==> src/rtl/sar2_pkg.sv <==
// sar2_pkg: shared helpers for the two-bit-per-step converter controller.
// Assumes comparator bit k answers "input >= trial code k+1".
package sar2_pkg;

    // Bit pair settled by a comparator pattern: its count of ones.
    function automatic logic [1:0] pair_of(input logic [2:0] hits);
        return 2'(hits[0]) + 2'(hits[1]) + 2'(hits[2]);
    endfunction

    // True when the pattern is not a thermometer code.
    function automatic logic not_thermo(input logic [2:0] hits);
        return !(hits == 3'b000 || hits == 3'b001 ||
                 hits == 3'b011 || hits == 3'b111);
    endfunction

endpackage

==> src/rtl/sar2_decode.sv <==
// sar2_decode: turns three comparator decisions into a two-bit result
// digit and flags patterns that are not thermometer codes.
// Assumes nothing about timing; purely combinational.
module sar2_decode
    import sar2_pkg::*;
(
    input  logic [2:0] hits,
    output logic [1:0] pair,
    output logic       bad
);

    // Reduce the pattern to a digit and a validity flag.
    always_comb begin
        pair = pair_of(hits);
        bad  = not_thermo(hits);
    end

endmodule

==> src/rtl/sar2_trial.sv <==
// sar2_trial: builds the three trial codes of the current step from the
// settled prefix and the position of the pair under test.
// Assumes acc holds zeros at and below the pair under test.
module sar2_trial #(
    parameter int NMAX = 4,
    localparam int RW  = 2 * NMAX,
    localparam int SHW = (RW > 2) ? $clog2(RW) : 1
) (
    input  logic           active,
    input  logic [SHW-1:0] shamt,
    input  logic [RW-1:0]  acc,
    output logic [RW-1:0]  code [3]
);

    for (genvar k = 0; k < 3; k++) begin : g_code
        // Trial k+1: prefix with the value k+1 placed in the pair slot.
        always_comb begin
            code[k] = active ? (acc | (RW'(k + 1) << shamt)) : '0;
        end
    end

endmodule

==> src/rtl/sar2_ctrl.sv <==
// sar2_ctrl: sequences a conversion of N bit pairs, accumulates the
// settled digits, latches the result and keeps the sticky error flag.
// Assumes pair/bad come combinationally from the current comparators.
module sar2_ctrl #(
    parameter int NMAX = 4,
    localparam int RW  = 2 * NMAX,
    localparam int SW  = $clog2(NMAX + 1),
    localparam int SHW = (RW > 2) ? $clog2(RW) : 1
) (
    input  logic           clk,
    input  logic           rst_n,
    input  logic           start,
    input  logic [SW-1:0]  n_sel,
    input  logic [1:0]     pair,
    input  logic           bad,
    output logic           busy_q,
    output logic           done_q,
    output logic           err_q,
    output logic [SHW-1:0] shamt,
    output logic [RW-1:0]  acc_q,
    output logic [RW-1:0]  result_q
);

    logic [SW-1:0] step_q;
    logic [SW-1:0] n_q;
    logic [SW-1:0] n_eff;
    logic [RW-1:0] acc_nx;
    logic          last;

    // Clamp the requested pair count into 1..NMAX.
    always_comb begin
        if (n_sel == '0)               n_eff = SW'(1);
        else if (n_sel > SW'(NMAX))    n_eff = SW'(NMAX);
        else                           n_eff = n_sel;
    end

    // Position of the pair under test and the prefix after this step.
    always_comb begin
        shamt  = SHW'(RW - 2 - 2 * int'(step_q));
        acc_nx = acc_q | (RW'(pair) << shamt);
        last   = (step_q == n_q - SW'(1));
    end

    // Conversion sequencer, result latch and sticky error.
    always_ff @(posedge clk) begin
        if (!rst_n) begin
            busy_q   <= 1'b0;
            done_q   <= 1'b0;
            err_q    <= 1'b0;
            step_q   <= '0;
            n_q      <= SW'(1);
            acc_q    <= '0;
            result_q <= '0;
        end else begin
            done_q <= 1'b0;
            if (!busy_q) begin
                if (start) begin
                    busy_q <= 1'b1;
                    step_q <= '0;
                    n_q    <= n_eff;
                    acc_q  <= '0;
                end
            end else begin
                acc_q <= acc_nx;
                if (bad) err_q <= 1'b1;
                if (last) begin
                    busy_q   <= 1'b0;
                    done_q   <= 1'b1;
                    result_q <= acc_nx;
                end else begin
                    step_q <= step_q + SW'(1);
                end
            end
        end
    end

    // done lasts one cycle and closes a busy period.
    p_done_single_r5: assert property (@(posedge clk) disable iff (!rst_n)
        done_q |=> !done_q);
    p_done_ends_busy_r5: assert property (@(posedge clk) disable iff (!rst_n)
        done_q |-> (!busy_q && $past(busy_q)));
    // a conversion before its last step keeps running with its own N.
    p_busy_holds_r7: assert property (@(posedge clk) disable iff (!rst_n)
        (busy_q && !last) |=> (busy_q && n_q == $past(n_q)));
    // the error flag never clears on its own.
    p_err_sticky_r4: assert property (@(posedge clk) disable iff (!rst_n)
        err_q |=> err_q);
    // the latched pair count stays within range.
    p_n_range_r8: assert property (@(posedge clk) disable iff (!rst_n)
        busy_q |-> (n_q >= SW'(1) && n_q <= SW'(NMAX)));
    // bits below the 2N settled ones are zero.
    p_low_zero_r6: assert property (@(posedge clk) disable iff (!rst_n)
        done_q |-> ((result_q << {n_q, 1'b0}) == RW'(0)));

endmodule

==> src/rtl/sar2_conv.sv <==
// sar2_conv: top of the two-bit-per-step successive-approximation
// controller. Drives three trial codes, reads three comparators, and
// settles two result bits per clock.
// Assumes the external comparators answer within the same cycle.
module sar2_conv #(
    parameter int NMAX = 4,
    localparam int RW  = 2 * NMAX,
    localparam int SW  = $clog2(NMAX + 1),
    localparam int SHW = (RW > 2) ? $clog2(RW) : 1
) (
    input  logic          clk,
    input  logic          rst_n,
    input  logic          start,
    input  logic [SW-1:0] n_sel,
    input  logic [2:0]    cmp_hit,
    output logic [RW-1:0] trial_lo,
    output logic [RW-1:0] trial_mid,
    output logic [RW-1:0] trial_hi,
    output logic [RW-1:0] result,
    output logic          busy,
    output logic          done,
    output logic          cmp_err
);

    logic [1:0]     pair;
    logic           bad;
    logic [SHW-1:0] shamt;
    logic [RW-1:0]  acc;
    logic [RW-1:0]  code [3];

    sar2_decode u_dec (
        .hits (cmp_hit),
        .pair (pair),
        .bad  (bad)
    );

    sar2_ctrl #(.NMAX(NMAX)) u_ctrl (
        .clk      (clk),
        .rst_n    (rst_n),
        .start    (start),
        .n_sel    (n_sel),
        .pair     (pair),
        .bad      (bad),
        .busy_q   (busy),
        .done_q   (done),
        .err_q    (cmp_err),
        .shamt    (shamt),
        .acc_q    (acc),
        .result_q (result)
    );

    sar2_trial #(.NMAX(NMAX)) u_trial (
        .active (busy),
        .shamt  (shamt),
        .acc    (acc),
        .code   (code)
    );

    // Route the generated trial codes to the ports.
    always_comb begin
        trial_lo  = code[0];
        trial_mid = code[1];
        trial_hi  = code[2];
    end

    // trial codes are strictly ordered while converting.
    p_trial_order_r2: assert property (@(posedge clk) disable iff (!rst_n)
        busy |-> (trial_lo < trial_mid && trial_mid < trial_hi));
    // trial codes rest at zero while idle.
    p_trial_idle_r2: assert property (@(posedge clk) disable iff (!rst_n)
        !busy |-> (trial_lo == '0 && trial_mid == '0 && trial_hi == '0));
    // result only moves on a done cycle.
    p_result_hold_r9: assert property (@(posedge clk) disable iff (!rst_n)
        !done |=> (done || $stable(result)));

endmodule

==> config.mk <==
export PLATFORM = sky130hd
export DESIGN_NAME = sar2_conv
export DESIGN_NICKNAME = d
export VERILOG_FILES = /design/src/rtl/sar2_pkg.sv /design/src/rtl/sar2_decode.sv /design/src/rtl/sar2_trial.sv /design/src/rtl/sar2_ctrl.sv /design/src/rtl/sar2_conv.sv
export SDC_FILE = /design/constraint.sdc
export NUM_CORES = 1
export LEC_CHECK = 0
export ABC_CLOCK_PERIOD_IN_PS = 3400
export CORE_MARGIN = 2
export CORE_UTILIZATION = 35
export CTS_BUF_LIST = sky130_fd_sc_hd__clkbuf_2 sky130_fd_sc_hd__clkbuf_4 sky130_fd_sc_hd__clkbuf_8
export DETAILED_ROUTE_END_ITERATION = 16
export DONT_BUFFER_PORTS = 1
export PLACE_DENSITY = 0.58
export SLEW_MARGIN = 30
export SYNTH_ARGS = -nofsm -noshare
export SYNTH_HDL_FRONTEND = slang
export SYNTH_SLANG_ARGS = --single-unit
==> constraint.sdc <==
create_clock -name clk -period 3.4 [get_ports clk]
set_clock_uncertainty 0.15 [all_clocks]
set_input_delay 0.34 -clock clk [delete_from_list [all_inputs] [get_ports clk]]
set_output_delay 0.34 -clock clk [all_outputs]
set_load 0.01 [all_outputs]
## Yosys cells after proc, flatten, opt, wreduce, memory -nomap -nowiden

Index checks and enable logic that the tools add are counted.

| storage, ports and cells | value |
|---|---|
| output and inout port bits | 35 |
| bits in registers | 25 |
| logic and storage cells | 53 |
| bits of input ports | 9 |

| cells by class | value |
|---|---|
| add/sub/neg operators | 5 |
| shifts and indexed selects | 4 |
| equal/unequal tests | 5 |
| mux-type cells | 14 |
| bitwise gates (word level) | 6 |
| reduce and logical (&&, ||, !) cells | 11 |
| order comparisons | 1 |

Operators with widths:

| kind | number |
|---|---|
| 2-to-1 mux 8 bit | 5 |
| bitwise OR 8 bit | 4 |
| << shifter 2 x 3 -> 8 bit, first input constant | 2 |
| 2-to-1 mux 3 bit | 5 |
| AND reduction 2 bit | 5 |
| << shifter 1 x 3 -> 8 bit, first input constant | 1 |
| << shifter 2 x 3 -> 8 bit | 1 |
| logical NOT 3 bit | 2 |
| 2-to-1 mux 1 bit | 4 |
| adder 3 x 1 -> 3 bit, second input constant | 1 |
| == test 3 x 1 -> 1 bit, second input constant | 1 |
| == test 3 x 2 -> 1 bit, second input constant | 1 |
| == test 3 bit | 1 |
| == test 3 bit, second input constant | 1 |
| greater-than comparator 3 bit, second input constant | 1 |
| logical OR 1 bit | 3 |
| subtractor 3 x 1 -> 3 bit, second input constant | 1 |
| subtractor 3 bit, first input constant | 1 |
| adder 1 x 1 -> 2 bit | 1 |
| adder 2 x 1 -> 2 bit | 1 |
| inequality test 2 bit, second input constant | 1 |
| inverter 1 bit | 2 |
| nonzero test 2 bit | 1 |

## Depth between registers and ports, before layout

| depth | value |
|---|---|
| word-level depth | 6 |
| depth in mapped cells | 6 |
| mapped depth without buffers | 5 |

## Modules after synthesis

A second synthesis with hierarchy kept.

| unflattened totals | value |
|---|---|
| cell total of the unflattened synthesis | 173 |
| area, all modules | 1542.7 um^2 |

By module, submodules not included:

| module | instances | cells an instance | area each (um^2) | sequential area each (um^2) |
|---|---|---|---|---|
| sar2_ctrl | 1 | 123 | 1159.9 | 500.5 |
| sar2_trial | 1 | 47 | 349.1 | 0.0 |
| sar2_decode | 1 | 3 | 33.8 | 0.0 |

## Worst setup path before layout

OpenSTA, ideal clock, no wires.

| timing path | value |
|---|---|
| path kind | register -> output |
| start point | register u_ctrl.busy_q |
| end point | output port trial_lo[0] |
| arrival time | 1.216 ns |
| data required time | 2.910 ns |
| cell stages (with the launch flop) | 5 |
| setup slack | 1.694 ns |
| buffers on the path | 2 |
| cells stage by stage | dfxtp_1 -> clkbuf_1 -> clkinv_1 -> nor2_1 -> buf_4 |

| on the way | value |
|---|---|
| cells in the longest elaborated chain, start to end | 1 |

Ends and longest elaborated chain:

| element | RTL line | source |
|---|---|---|
| start: declaration | sar2_ctrl.sv:16 | `output logic busy_q,` |
| start signal: assignment | sar2_ctrl.sv:47 | `busy_q <= 1'b0;` |
| start signal: assignment | sar2_ctrl.sv:58 | `busy_q <= 1'b1;` |
| start signal: assignment | sar2_ctrl.sv:67 | `busy_q <= 1'b0;` |
| 2-to-1 mux 8 bit | sar2_trial.sv:18 | `code[k] = active ? (acc \| (RW'(k + 1) << shamt)) : '0;` |
| end: declaration | sar2_conv.sv:16 | `output logic [RW-1:0] trial_lo,` |

No other way between the ends.

## Final worst setup path

| timing path | value |
|---|---|
| start point | register u_ctrl.busy_q |
| end point | output port trial_hi[6] |

| on the way | value |
|---|---|
| cells in the longest elaborated chain, start to end | 1 |

Ends and longest elaborated chain:

| element | RTL line | source |
|---|---|---|
| 2-to-1 mux 8 bit | sar2_trial.sv:18 |  |
| end: declaration | sar2_conv.sv:18 | `output logic [RW-1:0] trial_hi,` |

No other way between the ends.

==> impl_metrics.csv <==
group,metric,value,unit
power_and_ir_drop,p_switching,218.5,uW
global_routing,overflow,0,
clock_tree,root_buffer,"clkbuf_8",
clock_tree,cts_resized,0,
sta,clock.fmax,416.2,MHz
flow_run,cap_violations,0,
cells_and_area,nets,158,
clock_tree,numCtsBuffers,3,
critical_path,ff2ff_setup_slack,1.30,ns
clock_tree,clk_pin_slew_worst_paths,0.09,ns
synth,synthDominantCellAreaShare,0.3640,
critical_path,cp_slowest_cell,"dfxtp_1",
sta,fin_setup_tns,0,ns
global_routing,busiest_layer,"met2",
cells_and_area,antenna_cells,0,
critical_path,max_stage_delay,0.77,ns
sta,setup_viol,0,
routing,via_per_inst,5.568,
synth,netlist-cell-type-count,34,
synth,syn-num-nets,171,
critical_path,crit_fanout,20,
critical_path,crit_path_cell_trace,"clkinv_1, nor2_1",
synth,post_synth.cell_area_avg,8.815,um^2
critical_path,critPathLaunchType,"flop",
cells_and_area,final_common_cell,"nor2_1",
global_routing,grtUsageMet2,0.2338,
routing,drt_wl_total,3001,um
global_routing,grt_util_met3,0.03547,
place,place_congestion,0.8074,
clock_tree,cts_tree,"built",
sta,max_slew_margin,0.4475,
routing,wire_per_inst,15.79,um
cells_and_area,drive_above_1_share,0.1127,
synth,ys_ff_latch,25,
synth,synth_edf_count,0,
global_routing,grtUsageTotal,0.1453,
synth,synth_area_leader_cell,"dfxtp_1",
critical_path,ff2ff_path_depth,3,
routing,drt_iter0_drc,82,
routing,num_vias,1058,
floorplanning,die_width,66.68,um
place,post_dp_cell_area,1330,um^2
clock_tree,cts-root-to-sink-buffers,2,
floorplanning,core_area,3716,um^2
min_path,min_path_type,"in2reg",
routing,drtPass1Iterations,4,
cells_and_area,finalNonFillerCells,190,
clock_tree,ctsHoldBuffers,0,
sta,maxSlewViolCount,0,
routing,remaining_drc_errors,0,
place,port_buffers,0,
power_and_ir_drop,seq_power_share,0.511,
global_routing,antenna_found_initial,0,
synth,ys_dominant_reg_cell,"dfxtp_1",
critical_path,crit_type,"reg2out",
critical_path,arrival,1.91,ns
power_and_ir_drop,vdd_drop_max,0.0001462,V
clock_tree,htree_levels,1,
cells_and_area,synthToLayoutAreaGrowth,0.2728,%
synth,synth_seq_area_share,0.3640,
global_routing,grtUsageMet1,0.1801,
min_path,holdCritStartpoint,"n_sel[2]",
routing,postRouteAntennaNets,0,
outcome,status,"finished clean",
cells_and_area,post-route-cell-area,1379,um^2
place,hpwl,2162,um
critical_path,end_kind,"primary output",
critical_path,crit_required,2.91,ns
floorplanning,fp.dieH,66.68,um
cells_and_area,mostFrequentLayoutCells,"nor2_1 (26), dfxtp_1 (25), and2_1 (9), a41oi_1 (9)",
global_routing,grt_pass1_wl,4926,um
power_and_ir_drop,p_leak,0.0004672,uW
floorplanning,fp-row-count,22,
sta,min_period_over_period,0.7068,
synth,syn_inst,156,
synth,synthArstFlopShare,0,
power_and_ir_drop,intPower,456.1,uW
critical_path,r2r_end,"u_ctrl.step_q[2]$_SDFFE_PN0P_",
sta,period_needed,2.403,ns
critical_path,path_delay_family,"flip-flops",
place,post-place-cells,186,
floorplanning,ios,44,
power_and_ir_drop,switching_share,0.3239,
global_routing,grt_start_max_net_pins,21,
power_and_ir_drop,pwr_density_cell,489.3,nW/um^2
power_and_ir_drop,clkPwrFrac,0.280,
power_and_ir_drop,combPwrFrac,0.209,
min_path,worstHoldEndpoint,"u_ctrl.n_q[0]$_SDFFE_PN1P_",
floorplanning,die-area,4446,um^2
cells_and_area,fin_util,0.3710,
clock_tree,cts_setup_buffers,0,
synth,yosys_warnings,0,
clock_tree,clkLatencyLatePin,0.27,ns
global_routing,grt_pass1_vias,1060,
synth,netlist_area,1375,um^2
min_path,hold-path-cell-count,1,
critical_path,crit_buf_inv,1,
sta,rsz0062_at_grt,"no",
sta,worstMarginPinSlew,0.8259,ns
critical_path,r2r-start,"u_ctrl.step_q[0]$_SDFFE_PN0P_",
synth,ys_top_cells_by_area,"dfxtp_1 (36%), a211oi_2 (7.3%), nor2_1 (7.1%)",
floorplanning,initial_core_util,0.3700,
clock_tree,clock-sinks,25,
sta,hold_violations,0,
==> metal layers <==
metal,up-vias,share of wire
li1,516,-
met1,499,0.46
met2,36,0.44
met3,7,0.072
met4,0,0.023
met5,-,0
==> through the flow <==
| step | setup slack, ns | power (uW) | hold WS (ns) |
|---|---|---|---|
| finish | 0.9970 | 674.6 | 0.005947 |
| global route | 0.8373 | 709.6 | 0.006148 |
| CTS | 0.9911 | 678.3 | 0.003782 |
| detailed placement | 1.300 | 493.1 | 0.3009 |
| global placement | 1.365 | 489.3 | 0.2937 |
| floorplan | 1.694 | 475.2 | 0.2819 |
==> final cells by class <==
type,count,area (um^2)
clock buffer,4,48.80
sequential,25,500.5
inverter,7,26.28
tap,48,60.06
fill,403,2337
timing repair buffer,2,15.01
multi-input combinational,104,728.2
==> state kept, by name (all words and copies together), names as in the netlist <==
| name | flops |
|---|---|
| u_ctrl.err_q | 1 |
| u_ctrl.busy_q | 1 |
| u_ctrl.n_q | 3 |
| u_ctrl.done_q | 1 |
| u_ctrl.step_q | 3 |
| u_ctrl.acc_q | 8 |
| u_ctrl.result_q | 8 |
==> worst max-delay path by stage <==
stage	from	end	depth (start not counted)
after global routing	u_ctrl.busy_q$_SDFF_PN0_	trial_mid[3]	2
final	u_ctrl.busy_q$_SDFF_PN0_	trial_hi[6]	2
after global placement	u_ctrl.busy_q$_SDFF_PN0_	trial_hi[4]	2
after detailed placement	u_ctrl.busy_q$_SDFF_PN0_	trial_hi[6]	2
after CTS	u_ctrl.busy_q$_SDFF_PN0_	trial_hi[6]	2
after floorplan	u_ctrl.busy_q$_SDFF_PN0_	trial_lo[0]	4
==> cells by family after synthesis <==
kind of cell,synth area share
simple gates,0.2129
compound gates,0.2202
buf+inv,0.1065
flops,0.3640
fa+ha+maj,0.06006
xor+xnor,0.02912
mux,0.007280
==> power groups by stage <==
stage	Sequential, uW	Combinational (uW)	Clock, uW
finish	345	141	189
global route	350	157	203
CTS	346	142	191
detailed placement	352	141	0
global placement	352	138	0
floorplan	337	138	0
==> Yosys cell counts (all sizes together), types with 2 or more instances <==
library cell,n
ha,5
a21oi,3
and2,9
inv,6
buf,15
nor2,26
clkbuf,5
nor2b,2
nand2,7
a211oi,8
xor2,2
a31oi,8
nor3,9
dfxtp,25
nand4b,2
a41oi,9
(Power assumes the default switching activity.)
